File: config.mk
export PLATFORM = sky130hd
export DESIGN_NAME = td_status_update
export DESIGN_NICKNAME = d
export VERILOG_FILES = /design/src/rtl/td_status_update.sv
export SDC_FILE = /design/constraint.sdc
export NUM_CORES = 1
export LEC_CHECK = 0
export BUFFER_PORTS_ARGS = -buffer_cell sky130_fd_sc_hd__buf_2
export CORE_MARGIN = 5
export CORE_UTILIZATION = 30
export CTS_BUF_LIST = sky130_fd_sc_hd__clkbuf_4
export DETAILED_ROUTE_END_ITERATION = 10
export GPL_TIMING_DRIVEN = 0
export PLACE_DENSITY = 0.52
export RECOVER_POWER = 50
export SETUP_SLACK_MARGIN = 0.15
export SYNTH_ARGS = -nofsm -noshare
export SYNTH_HDL_FRONTEND = slang
export SYNTH_SLANG_ARGS = --single-unit
File: constraint.sdc
create_clock -name clk -period 4.5 [get_ports clk]
set_input_delay 0.675 -clock clk [delete_from_list [all_inputs] [get_ports clk]]
set_output_delay 0.675 -clock clk [all_outputs]
set_load 0.01 [all_outputs]
File: src/rtl/td_status_update.sv
module td_status_update #(
  parameter int LEN_W = 11
) (
  input  logic             clk,
  input  logic             rst_n,
  input  logic             in_vld,
  input  logic [31:0]      in_ctrl,
  input  logic [7:0]       in_pid,
  input  logic [LEN_W-1:0] in_maxfld,
  input  logic [2:0]       in_kind,
  input  logic [LEN_W:0]   in_count,
  output logic             out_vld,
  output logic [31:0]      out_ctrl,
  output logic [1:0]       out_irq,
  output logic             out_usb_err,
  output logic [1:0]       out_result,
  output logic             out_flush
);
  localparam int CNT_W = LEN_W + 1;
  localparam int B_SPD = 29, B_CNT = 27, B_ISO = 25, B_IOC = 24, B_ACT = 23;
  localparam int B_STL = 22, B_BAB = 20, B_NAK = 19, B_TMO = 18;
  localparam logic [7:0] PID_IN = 8'h69, PID_SETUP = 8'h2D;
  localparam logic [2:0] K_DATA = 3'd0, K_STALL = 3'd1, K_BABBLE = 3'd2, K_NAK = 3'd3;
  localparam logic [1:0] RES_DONE = 2'd0, RES_NEXT = 2'd1, RES_STOP = 2'd2;

  logic [LEN_W-1:0] max_len;
  logic [CNT_W-1:0] rx_len;
  logic             is_in, is_setup;
  logic [31:0]      n_ctrl;
  logic [1:0]       n_irq, n_res, cnt;
  logic             n_err, n_flush, err_path;

  assign max_len  = in_maxfld + LEN_W'(1);
  assign is_in    = in_pid == PID_IN;
  assign is_setup = in_pid == PID_SETUP;
  assign rx_len   = is_in ? in_count : {1'b0, max_len};
  assign cnt      = in_ctrl[B_CNT+1:B_CNT];

  always_comb begin
    n_ctrl   = in_ctrl;
    n_irq    = '0;
    n_err    = 1'b0;
    n_res    = RES_NEXT;
    n_flush  = 1'b0;
    err_path = 1'b0;
    if (in_ctrl[B_ACT]) begin
      if (in_ctrl[B_ISO]) n_ctrl[B_ACT] = 1'b0;
      case (in_kind)
        K_DATA: begin
          n_ctrl[LEN_W-1:0] = rx_len[LEN_W-1:0] - LEN_W'(1);
          n_ctrl[B_ACT] = 1'b0;
          n_ctrl[B_NAK] = 1'b0;
          n_irq[0] = in_ctrl[B_IOC];
          n_res = RES_DONE;
          if (is_in && in_count > CNT_W'(max_len)) begin
            n_ctrl[B_BAB] = 1'b1;
            n_ctrl[B_STL] = 1'b1;
            n_err   = 1'b1;
            n_res   = RES_STOP;
            n_flush = 1'b1;
          end else if (is_in && in_ctrl[B_SPD] && in_count < CNT_W'(max_len)) begin
            n_irq[1] = 1'b1;
            n_res    = RES_NEXT;
          end
        end
        K_STALL: begin
          n_ctrl[B_STL] = 1'b1;
          n_ctrl[B_ACT] = 1'b0;
          n_err    = 1'b1;
          n_irq[0] = in_ctrl[B_IOC];
          n_flush  = 1'b1;
        end
        K_BABBLE: begin
          n_ctrl[B_BAB] = 1'b1;
          n_ctrl[B_STL] = 1'b1;
          n_ctrl[B_ACT] = 1'b0;
          n_err    = 1'b1;
          n_irq[0] = in_ctrl[B_IOC];
          n_res    = RES_STOP;
          n_flush  = 1'b1;
        end
        K_NAK: begin
          n_ctrl[B_NAK] = 1'b1;
          n_flush  = 1'b1;
          err_path = is_setup;
        end
        default: begin
          n_flush  = 1'b1;
          err_path = 1'b1;
        end
      endcase
      if (err_path) begin
        n_ctrl[B_TMO] = 1'b1;
        if (cnt != 2'd0) begin
          n_ctrl[B_CNT+1:B_CNT] = cnt - 2'd1;
          if (cnt == 2'd1) begin
            n_ctrl[B_ACT] = 1'b0;
            n_err    = 1'b1;
            n_irq[0] = in_ctrl[B_IOC];
          end
        end
      end
    end
  end

  always_ff @(posedge clk) begin
    if (!rst_n) begin
      out_vld     <= 1'b0;
      out_ctrl    <= '0;
      out_irq     <= '0;
      out_usb_err <= 1'b0;
      out_result  <= '0;
      out_flush   <= 1'b0;
    end else begin
      out_vld <= in_vld;
      if (in_vld) begin
        out_ctrl    <= n_ctrl;
        out_irq     <= n_irq;
        out_usb_err <= n_err;
        out_result  <= n_res;
        out_flush   <= n_flush;
      end else begin
        out_irq     <= '0;
        out_usb_err <= 1'b0;
        out_result  <= '0;
        out_flush   <= 1'b0;
      end
    end
  end
endmodule


==> results of run 1 <==
## power groups by stage
stage | clock network, W | registers, W | logic, W
2_1_floorplan | 0 | 0.000392 | 0.000119
3_3_place_gp | 0 | 0.000382 | 0.000215
3_5_place_dp | 0 | 0.000382 | 0.000217
4_1_cts | 0.000241 | 0.000375 | 0.000219
5_1_grt | 0.000254 | 0.000377 | 0.000238
6_report | 0.000231 | 0.000375 | 0.000213
## kinds of logic (layout without fill, tap and decap cells)
group	Yosys count	count (layout)	synth area share, %
buf+inv	34	144	7.83
simple gates	118	118	24.1
xor+xnor	20	20	6.45
compound gates	78	78	19.9
fa+ha+maj	13	13	5.99
flops	39	39	28.8
mux	19	19	7.05
## routing by layer
metal  vias up  GRT usage (%)
met5         -              0
met4         0           4.93
met3         9           3.45
met2        90           22.9
met1      1209           19.1
li1       1371              -
## layout by cell type, fill, tap and decap left out, types with 3 or more instances in the layout
cell type and instances:
a31oi_1 11, a21oi_1 13, or2_1 3, nand4b_1 3
xnor2_1 12, clkbuf_1 33, buf_4 4, nor2b_1 12
o21ai_1 6, dfxtp_1 39, xor2_1 8, clkbuf_4 5
o21ai_0 14, nor2_1 29, buf_2 78, o211ai_1 4
nand3_1 11, buf_6 9, ha_1 13, inv_1 12
nand2b_1 4, nand4_1 5, nor3_1 5, and3_1 3
o31ai_1 3, a21o_1 4, mux2i_1 18, nand2_1 22
## metrics by stage
stage	setup slack [ns]	instance area, um^2	instances
4_1_cts	1.23	3440	539
3_3_place_gp	0.929	3360	531
2_1_floorplan	1.53	2720	321
3_5_place_dp	0.884	3360	531
5_1_grt	1.02	3400	539
6_report	1.20	3400	539
## worst max-delay path, stage by stage
cell	delay [ns]
buf_2	0.08
buf_2	0.19
and4_2	0.25
nand3_1	0.09
xnor2_1	0.28
inv_1	0.08
ha_1	0.30
a21o_1	0.16
a211oi_1	0.48
o221ai_1	0.30
a2111oi_0	0.53
nor3b_1	0.10
## cell type report
cell class	count	area, um^2
fillers	969	5360
multi-input cells	248	1720
flip-flops and latches	39	781
repair buffers	102	478
plain buffers	22	168
well taps	108	135
inverters	12	45.0
clock inverters	3	38.8
clock buffers	5	37.5
## state kept, by name (all words and copies together) (netlist names)
name / flops
out_ctrl: 32
out_result: 2
out_flush: 1
out_irq: 2
out_vld: 1
out_usb_err: 1
## worst max-delay path by stage
stage	start	to	slack (ns)	depth (start not counted)
global route	in_maxfld[2]	out_usb_err	1.02	12
CTS	in_maxfld[2]	out_usb_err	1.23	12
global placement	in_maxfld[2]	out_usb_err	0.93	12
finish	in_maxfld[2]	out_usb_err	1.20	12
detailed placement	in_maxfld[2]	out_usb_err	0.88	12
floorplan	in_maxfld[0]	out_ctrl[20]	1.53	13
==> out/metrics.yaml, run 1 <==
worst_pin_slew_ns: 0.756
numCtsBuffers: 5
ctsHoldBuffers: 0
holdPathEnd: "out_ctrl[23]"
utilization_pct: 38.8
switching_share_pct: 29.8
crit_path_max_fanout: 10
max-cap-violations: 0
finalCritPeriodShare_pct: 73.4
wl_met3_um: 566
rsz0062_at_grt: "no"
grt_max_degree: 13
grt_pass1_vias: 2674
status: "finished, final reports clean"
reg2regPathDepth: 3
clk_pin_slew_worst_paths_ns: 0.11
power_density_nw_per_um2: 241
clock-skew-final_ns: 0
io_pins: 108
r2r_slack_ns: 3.59
max-clock-path-buffers: 2
p_clk_share_pct: 28.2
rows: 34
hold_slack_ns: 0.490
synth_commonest_cells: "dfxtp_1 (39), nor2_1 (29), nand2_1 (22)"
area_growth_pct: 25.4
maxSlewViolCount: 0
p_seq_share_pct: 45.7
arrival_ns: 3.52
fin_setup_tns_ns: 0
place_congestion: 0.809
ctsHtreeMaxLevel: 2
port_buffers: 102
critPathKind: "in -> reg"
startpoint_type: "input pin"
dpl.hpwl_um: 6750
min_from: "out_ctrl[23]"
hold_viol_final: 0
grt_usage_pct: 14.4
seq_area_frac_synth_pct: 28.8
clock-sinks: 39
drtIter0Drc: 58
yosysTopAreaCellShare_pct: 28.8
drt_wl_total_um: 8170
grt-ovfl-total: 0
initial_core_util_pct: 31.0
grt_pass1_wl_um: 13100
cts_tree: "built"
avgViaCountPerCell: 4.97
leakagePower_nw: 1.46
hold_path_depth: 2
die_w_um: 105
routed-wl-met2_um: 3570
clkLatencyLatePin_ns: 0.34
synthesis.area_um2: 2720
yosysWarnings: 0
hold_class: "reg -> reg"
p_switching_w: 0.000244
end_kind: "flop"
drive_above_1_share_pct: 25.5
yosysMostFrequentCell: "dfxtp_1"
grt_antenna_before_repair: 0
syn-num-nets: 403
synth_seq_cells: 39
drc_errors: 0
cts_root_buf: "clkbuf_4"
vdd_ir_drop_max_mv: 0.140
finalPower_w: 0.000819
synthTopCellsByArea: "dfxtp_1 (29%), mux2i_1 (6.6%), ha_1 (6.0%)"
vias: 2679
ant_nets: 0
n_antenna_cell: 0
synthCells: 321
synthArstFlopShare_pct: 0
ys_types: 63
layout_min_cycle_time_ns: 3.30
wl_per_cell_um: 15.2
intPower_w: 0.000575
met1_length_um: 3880
p_comb_share_pct: 26.0
timing.rr.start: "out_ctrl[22]"
timing.fmax_mhz: 303
ctsResizeCount: 0
dieHeight_um: 105
nets: 512
avgSynthCellArea_um2: 8.46
r2r_end: "out_ctrl[22]"
setup_viol: 0
top_layer_used: "met4"
synthFlopType: "dfxtp_1"
drt_pass1_iterations: 4
slew_headroom_pct: 49.2
postCtsSetupRepairBufs: 0
die_area_um2: 11100
synth_area_leader_cell: "dfxtp_1"
required_ns: 4.72
synth_edf_count: 0
core-area_um2: 8760
Power figures use the tool's default switching activity.
==> run 2, diff against run 1 <==
--- a/config.mk
+++ b/config.mk
@@ -11,7 +11,7 @@
 export CTS_BUF_LIST = sky130_fd_sc_hd__clkbuf_4
 export DETAILED_ROUTE_END_ITERATION = 10
 export GPL_TIMING_DRIVEN = 0
-export PLACE_DENSITY = 0.52
+export PLACE_DENSITY = 0.54
 export RECOVER_POWER = 50
 export SETUP_SLACK_MARGIN = 0.15
 export SYNTH_ARGS = -nofsm -noshare
==> constraint.sdc (replaced) <==
create_clock -name clk -period 2.9 [get_ports clk]
set_input_delay 0.435 -clock clk [delete_from_list [all_inputs] [get_ports clk]]
set_output_delay 0.435 -clock clk [all_outputs]
set_load 0.01 [all_outputs]
==> run 2 against run 1 <==
  * Critical endpoint unchanged
  * Global-route usage rose by 0.34 points
  * Via count rose by 2.3%
  * Wire length rose by 2.9%
  * Highest routed layer unchanged
  * Combinational power rose by 70%
  * Count of clock-buffer cells in the layout did not move
==> out/metrics.yaml, run 2 (synthesis gave the netlist of run 1 again) <==
maxSlewViolCount: 0  # unchanged
die_area_um2: 11100  # unchanged
p_comb_share_pct: 27.8  # +1.8 points
rows: 34  # unchanged
hold_class: "in -> reg"
critPathKind: "in -> reg"
place_congestion: 0.830  # +2.5%
hold_path_depth: 3  # +1
switching_share_pct: 30.3  # +0.45 points
drtIter0Drc: 93  # +60%
register_area_um2: 781  # unchanged
fillCellCount: 942  # -2.8%
final_common_cell: "buf_2"
clock-skew-final_ns: 0  # unchanged
largest-register: "out_ctrl"
ant_nets: 0  # unchanged
drive_above_1_share_pct: 29.7  # +4.2 points
min_from: "in_ctrl[24]"
startpoint_type: "input pin"
dpl.hpwl_um: 6750  # about the same
vias: 2740  # +2.3%
cts_tree: "built"
rsz0062_at_grt: "no"
die_w_um: 105  # unchanged
cts_root_buf: "clkbuf_4"
numCtsBuffers: 5  # unchanged
crit_path_max_fanout: 10  # unchanged
nets: 522  # +2.0%
initial_core_util_pct: 31.0  # unchanged
leakagePower_nw: 1.52  # +4.5%
intPower_w: 0.000910  # +58%
max-cap-violations: 0  # unchanged
arrival_ns: 2.83  # -0.69 ns
drt_wl_total_um: 8410  # +2.9%
dp_worst_setup_slack_ns: -0.451  # -1.34 ns
core-area_um2: 8760  # unchanged
top_regs: "out_ctrl: 32 flops, out_irq: 2 flops, out_result: 2 flops"
clk_pin_slew_worst_paths_ns: 0.12  # about the same
multi_input_area_um2: 1830  # +6.1%
grt_usage_pct: 14.7  # +0.34 points
dieHeight_um: 105  # unchanged
clock-sinks: 39  # unchanged
port_buffers: 102  # unchanged
max-clock-path-buffers: 2  # unchanged
vdd_ir_drop_max_mv: 0.191  # +36%
avgViaCountPerCell: 4.99  # +0.41%
mostFrequentLayoutCells: "buf_2 (76), dfxtp_1 (39), clkbuf_1 (33), nor2_1 (29), nand2_1 (22)"
drt_pass1_iterations: 4  # unchanged
ctsHoldBuffers: 0  # unchanged
io_pins: 108  # unchanged
setup_viol: 0  # unchanged
area_growth_pct: 32.2
grt_max_degree: 13  # unchanged
clkLatencyLatePin_ns: 0.34  # about the same
slew_headroom_pct: 50.3  # +1.2 points
setup_slack_ns: 0.304  # -0.892 ns
hold_viol_final: 0  # unchanged
p_clk_share_pct: 27.7  # -0.5 points
finalCritPeriodShare_pct: 89.5
worst_pin_slew_ns: 0.739  # -0.0173 ns
end_kind: "flop"
layout_min_cycle_time_ns: 2.60
p_seq_share_pct: 44.5  # -1.2 points
cp-startpoint: "in_maxfld[2]"
grt_pass1_vias: 2655  # -0.71%
grt_pass1_wl_um: 13700  # +4.5%
grt-ovfl-total: 0  # unchanged
reg2regPathDepth: 3  # unchanged
timing.fmax_mhz: 385
wl_per_cell_um: 15.3  # +1.1%
power_density_nw_per_um2: 363  # +51%
status: "finished, final reports clean"
timing.rr.start: "out_ctrl[22]"
drc_errors: 0  # unchanged
p_switching_w: 0.000395  # +62%
required_ns: 3.14  # -1.58 ns
ctsHtreeMaxLevel: 2  # unchanged
hold_slack_ns: 0.310  # -0.180 ns
grt_antenna_before_repair: 0  # unchanged
n_antenna_cell: 0  # unchanged
largest_reg_flops: 32  # unchanged
-- run 2: cell types whose count changed in the layout (fill, tap and decap cells not counted), sizes merged --
| cell | delta |
|---|---|
| buf | +10 |
-- run 2: worst paths after layout --
check	to	slack [ns]
setup / recovery	out_usb_err	0.30
hold / removal	out_irq[0]	0.31
setup reg to reg	out_ctrl[22]	1.99
hold reg to reg	out_ctrl[28]	0.48
-- run 2: repair_timing --
item,4_1_cts,5_1_grt
endpoints found under the setup margin,6,3
gates cloned,0,0
setup buffers,1,9
pin swaps,1,10
hold endpoints to repair,0,0
gates resized for setup,5,14
-- run 2: metrics by stage --
| stage | total power, W | cells | util [%] | instance area (um^2) | TNS, ns |
|---|---|---|---|---|---|
| after floorplan | 0.000793 | 321 | - | 2720 | 0 |
| after global placement | 0.000924 | 531 | 38.3 | 3360 | -2.11 |
| after detailed placement | 0.000930 | 531 | 38.3 | 3360 | -2.26 |
| after CTS | 0.00130 | 540 | 39.6 | 3470 | 0 |
| after global routing | 0.00138 | 549 | 41.0 | 3590 | 0 |
| final | 0.00130 | 549 | 41.0 | 3590 | 0 |
-- run 2: layout make-up --
type,count,area share (%)
Buffer,22,4.67
Tap cell,108,3.76
Multi-Input combinational cell,248,50.9
Clock inverter,3,1.08
Timing Repair Buffer,112,15.5
Sequential cell,39,21.7
Clock buffer,5,1.05
Inverter,12,1.25
-- run 2: critical path: stages --
cell	delay [ns]
buf_2	0.09
buf_2	0.21
and4_2	0.26
nand3_1	0.12
xnor2_2	0.20
inv_1	0.06
ha_1	0.29
a21o_1	0.19
a211oi_4	0.35
o221ai_4	0.19
a2111oi_2	0.34
nor3b_1	0.09
-- run 2: layer usage --
layer | track usage, % | wire (um) | part of all wire (%) | vias up
met2 | 24.0 | 3730 | 44 | 96
met3 | 3.08 | 581 | 6.9 | 10
li1 | - | - | - | 1387
met1 | 19.9 | 3950 | 47 | 1247
met4 | 3.65 | 144 | 1.7 | 0
met5 | 0 | 0 | 0 | -
-- run 2: power groups by stage --
stage / registers, W / logic (W) / clock network (W)
6_report: 0.000581 / 0.000362 / 0.000361
5_1_grt: 0.000585 / 0.000405 / 0.000391
4_1_cts: 0.000581 / 0.000343 / 0.000374
3_5_place_dp: 0.000593 / 0.000337 / 0
3_3_place_gp: 0.000591 / 0.000333 / 0
2_1_floorplan: 0.000608 / 0.000185 / 0
==> run 3, diff against run 2 <==
--- a/config.mk
+++ b/config.mk
@@ -10,7 +10,6 @@
 export CORE_UTILIZATION = 30
 export CTS_BUF_LIST = sky130_fd_sc_hd__clkbuf_4
 export DETAILED_ROUTE_END_ITERATION = 10
-export GPL_TIMING_DRIVEN = 0
 export PLACE_DENSITY = 0.54
 export RECOVER_POWER = 50
 export SETUP_SLACK_MARGIN = 0.15
==> run 3 against run 2 <==
  * Wire length down 3.8%
  * Setup slack gained 0.054 ns
  * Sequential power barely moved
  * Clock skew did not move
  * Global-route usage down 0.57 points
  * Via count decreased by 0.77%
==> out/metrics.yaml, run 3 (synthesis gave the netlist of run 1 again) <==
drt_wl_total_um: 8090  # -3.8%
leakagePower_nw: 1.56  # +2.2%
grt_pass1_wl_um: 13100  # -4.2%
slew_headroom_pct: 31.9  # -18 points
finalCritPeriodShare_pct: 87.6  # -1.9 points
r2r_slack_ns: 1.94  # -0.05 ns
port_buffers: 107  # +4.9%
drt_pass1_iterations: 4  # unchanged
hold_viol_final: 0  # unchanged
cts_tree: "built"
area_growth_pct: 30.5
r2r_end: "out_ctrl[22]"
holdPathEnd: "out_irq[0]"
max-cap-violations: 0  # unchanged
wl_per_cell_um: 14.6  # -4.5%
clk_pin_slew_worst_paths_ns: 0.12  # about the same
drc_errors: 0  # unchanged
vdd_ir_drop_max_mv: 0.243  # +28%
avgViaCountPerCell: 4.92  # -1.5%
status: "finished, final reports clean"
power_density_nw_per_um2: 392  # +7.8%
initial_core_util_pct: 31.0  # unchanged
reg2regPathDepth: 3  # unchanged
clkLatencyLatePin_ns: 0.33  # about the same
grt_usage_pct: 14.2  # -0.57 points
numCtsBuffers: 5  # unchanged
vias: 2719  # -0.77%
drtIter0Drc: 75  # -19%
grt_max_degree: 29  # +16
end_kind: "flop"
arrival_ns: 2.77  # -0.06 ns
hold_path_depth: 3  # unchanged
cp_cell_sequence: "buf_2, ha_1, and3_1, buf_4, xnor2_1, ha_1, a21o_1, a21o_1, a21oi_1, o221ai_2, buf_4, a2111oi_1, nor3b_1"
core-area_um2: 8760  # unchanged
dpl.hpwl_um: 6650  # -1.5%
max_stage_delay_ns: 0.35  # about the same
dieHeight_um: 105  # unchanged
timing.rr.start: "out_ctrl[22]"
min_from: "in_ctrl[24]"
die_w_um: 105  # unchanged
clock-skew-final_ns: 0  # unchanged
clock-sinks: 39  # unchanged
nets: 526  # +0.77%
die_area_um2: 11100  # unchanged
crit_path_max_fanout: 4  # -6
final_common_cell: "buf_2"
timing.fmax_mhz: 393  # +2.1%
cts_root_buf: "clkbuf_4"
setup_viol: 0  # unchanged
layout_min_cycle_time_ns: 2.54  # -0.0543 ns
largest_reg_flops: 32  # unchanged
crit_slowest_cell: "a2111oi_1"
fin_setup_tns_ns: 0  # unchanged
required_ns: 3.13  # about the same
drive_above_1_share_pct: 30.6  # +0.86 points
n_antenna_cell: 0  # unchanged
hold_class: "in -> reg"
critPathKind: "in -> reg"
largest-register: "out_ctrl"
io_pins: 108  # unchanged
rsz0062_at_grt: "no"
ctsHtreeMaxLevel: 2  # unchanged
ctsHoldBuffers: 0  # unchanged
finalPower_w: 0.00139  # +6.4%
top_regs: "out_ctrl: 32 flops, out_irq: 2 flops, out_result: 2 flops"
grt_pass1_vias: 2658  # +0.11%
grt-ovfl-total: 0  # unchanged
max-clock-path-buffers: 2  # unchanged
fillCellCount: 929  # -1.4%
grt_antenna_before_repair: 0  # unchanged
worst_pin_slew_ns: 1.02  # +0.282 ns
maxSlewViolCount: 0  # unchanged
ant_nets: 0  # unchanged
place_congestion: 0.815  # -1.8%
mostFrequentLayoutCells: "buf_2 (82), dfxtp_1 (39), buf_4 (31), nor2_1 (29), clkbuf_1 (25)"
rows: 34  # unchanged
startpoint_type: "input pin"
==> run 3: changes by cell type in the layout (fill, tap and decap cells not counted), sizes merged <==
cell,change
buf,+12
clkbuf,-7
clkinv,-2
bufinv,+1
==> run 3: worst max path at each step <==
stage | start | end | depth (start not counted)
6_report | in_maxfld[0] | out_usb_err | 13
3_5_place_dp | in_maxfld[0] | out_usb_err | 11
5_1_grt | in_maxfld[0] | out_usb_err | 13
4_1_cts | in_maxfld[0] | out_usb_err | 11
3_3_place_gp | in_maxfld[0] | out_usb_err | 11
2_1_floorplan | in_maxfld[0] | out_ctrl[20] | 13
==> run 3: layer usage <==
layer  routed length, um  vias to the layer above  track usage, %
met4                  83                        0            3.38
li1                    -                     1394               -
met3                 488                        8            2.90
met1                3900                     1225            19.6
met5                   0                        -               0
met2                3620                       92            22.6
==> run 3: cell type report <==
type	count	area [um^2]	share of cell area, %
tap	108	135	3.81
inverter	12	45.0	1.27
timing repair buffer	138	737	20.8
sequential	39	781	22.0
clock buffer	6	45.0	1.27
clock inverter	2	60.1	1.69
multi-input combinational	248	1740	49.1
==> run 3: power by group <==
part,internal (W),total (W),switching (W)
sequential,0.000567,0.000581,0.0000143
combinational,0.000165,0.000353,0.000188
clock,0.000278,0.000454,0.000176
total,0.00101,0.00139,0.000378
==> run 3: worst max-delay path: cells and delay by family <==
kind	cells	cell delay (ns)
AO/OA/AOI/OAI	5	1.02
buffers and inverters	3	0.42
adder cells (fa/ha/maj)	2	0.42
AND/OR/NAND/NOR	2	0.33
XOR/XNOR	1	0.15
==> run 3: timing repair <==
item	in CTS	in global routing
setup endpoints to repair	0	2
setup buffers	0	0
resized for setup	0	4
==> run 3: per-stage QoR <==
stage | utilization [%] | worst slack [ns] | area [um^2] | hold slack, ns | cells
global placement | 39.4 | -0.0708 | 3450 | 0.450 | 545
global route | 40.4 | 0.153 | 3540 | 0.305 | 553
CTS | 40.6 | 0.229 | 3560 | 0.292 | 553
floorplan | - | 0.168 | 2720 | 0.486 | 321
detailed placement | 39.4 | -0.134 | 3450 | 0.457 | 545
finish | 40.4 | 0.359 | 3540 | 0.304 | 553
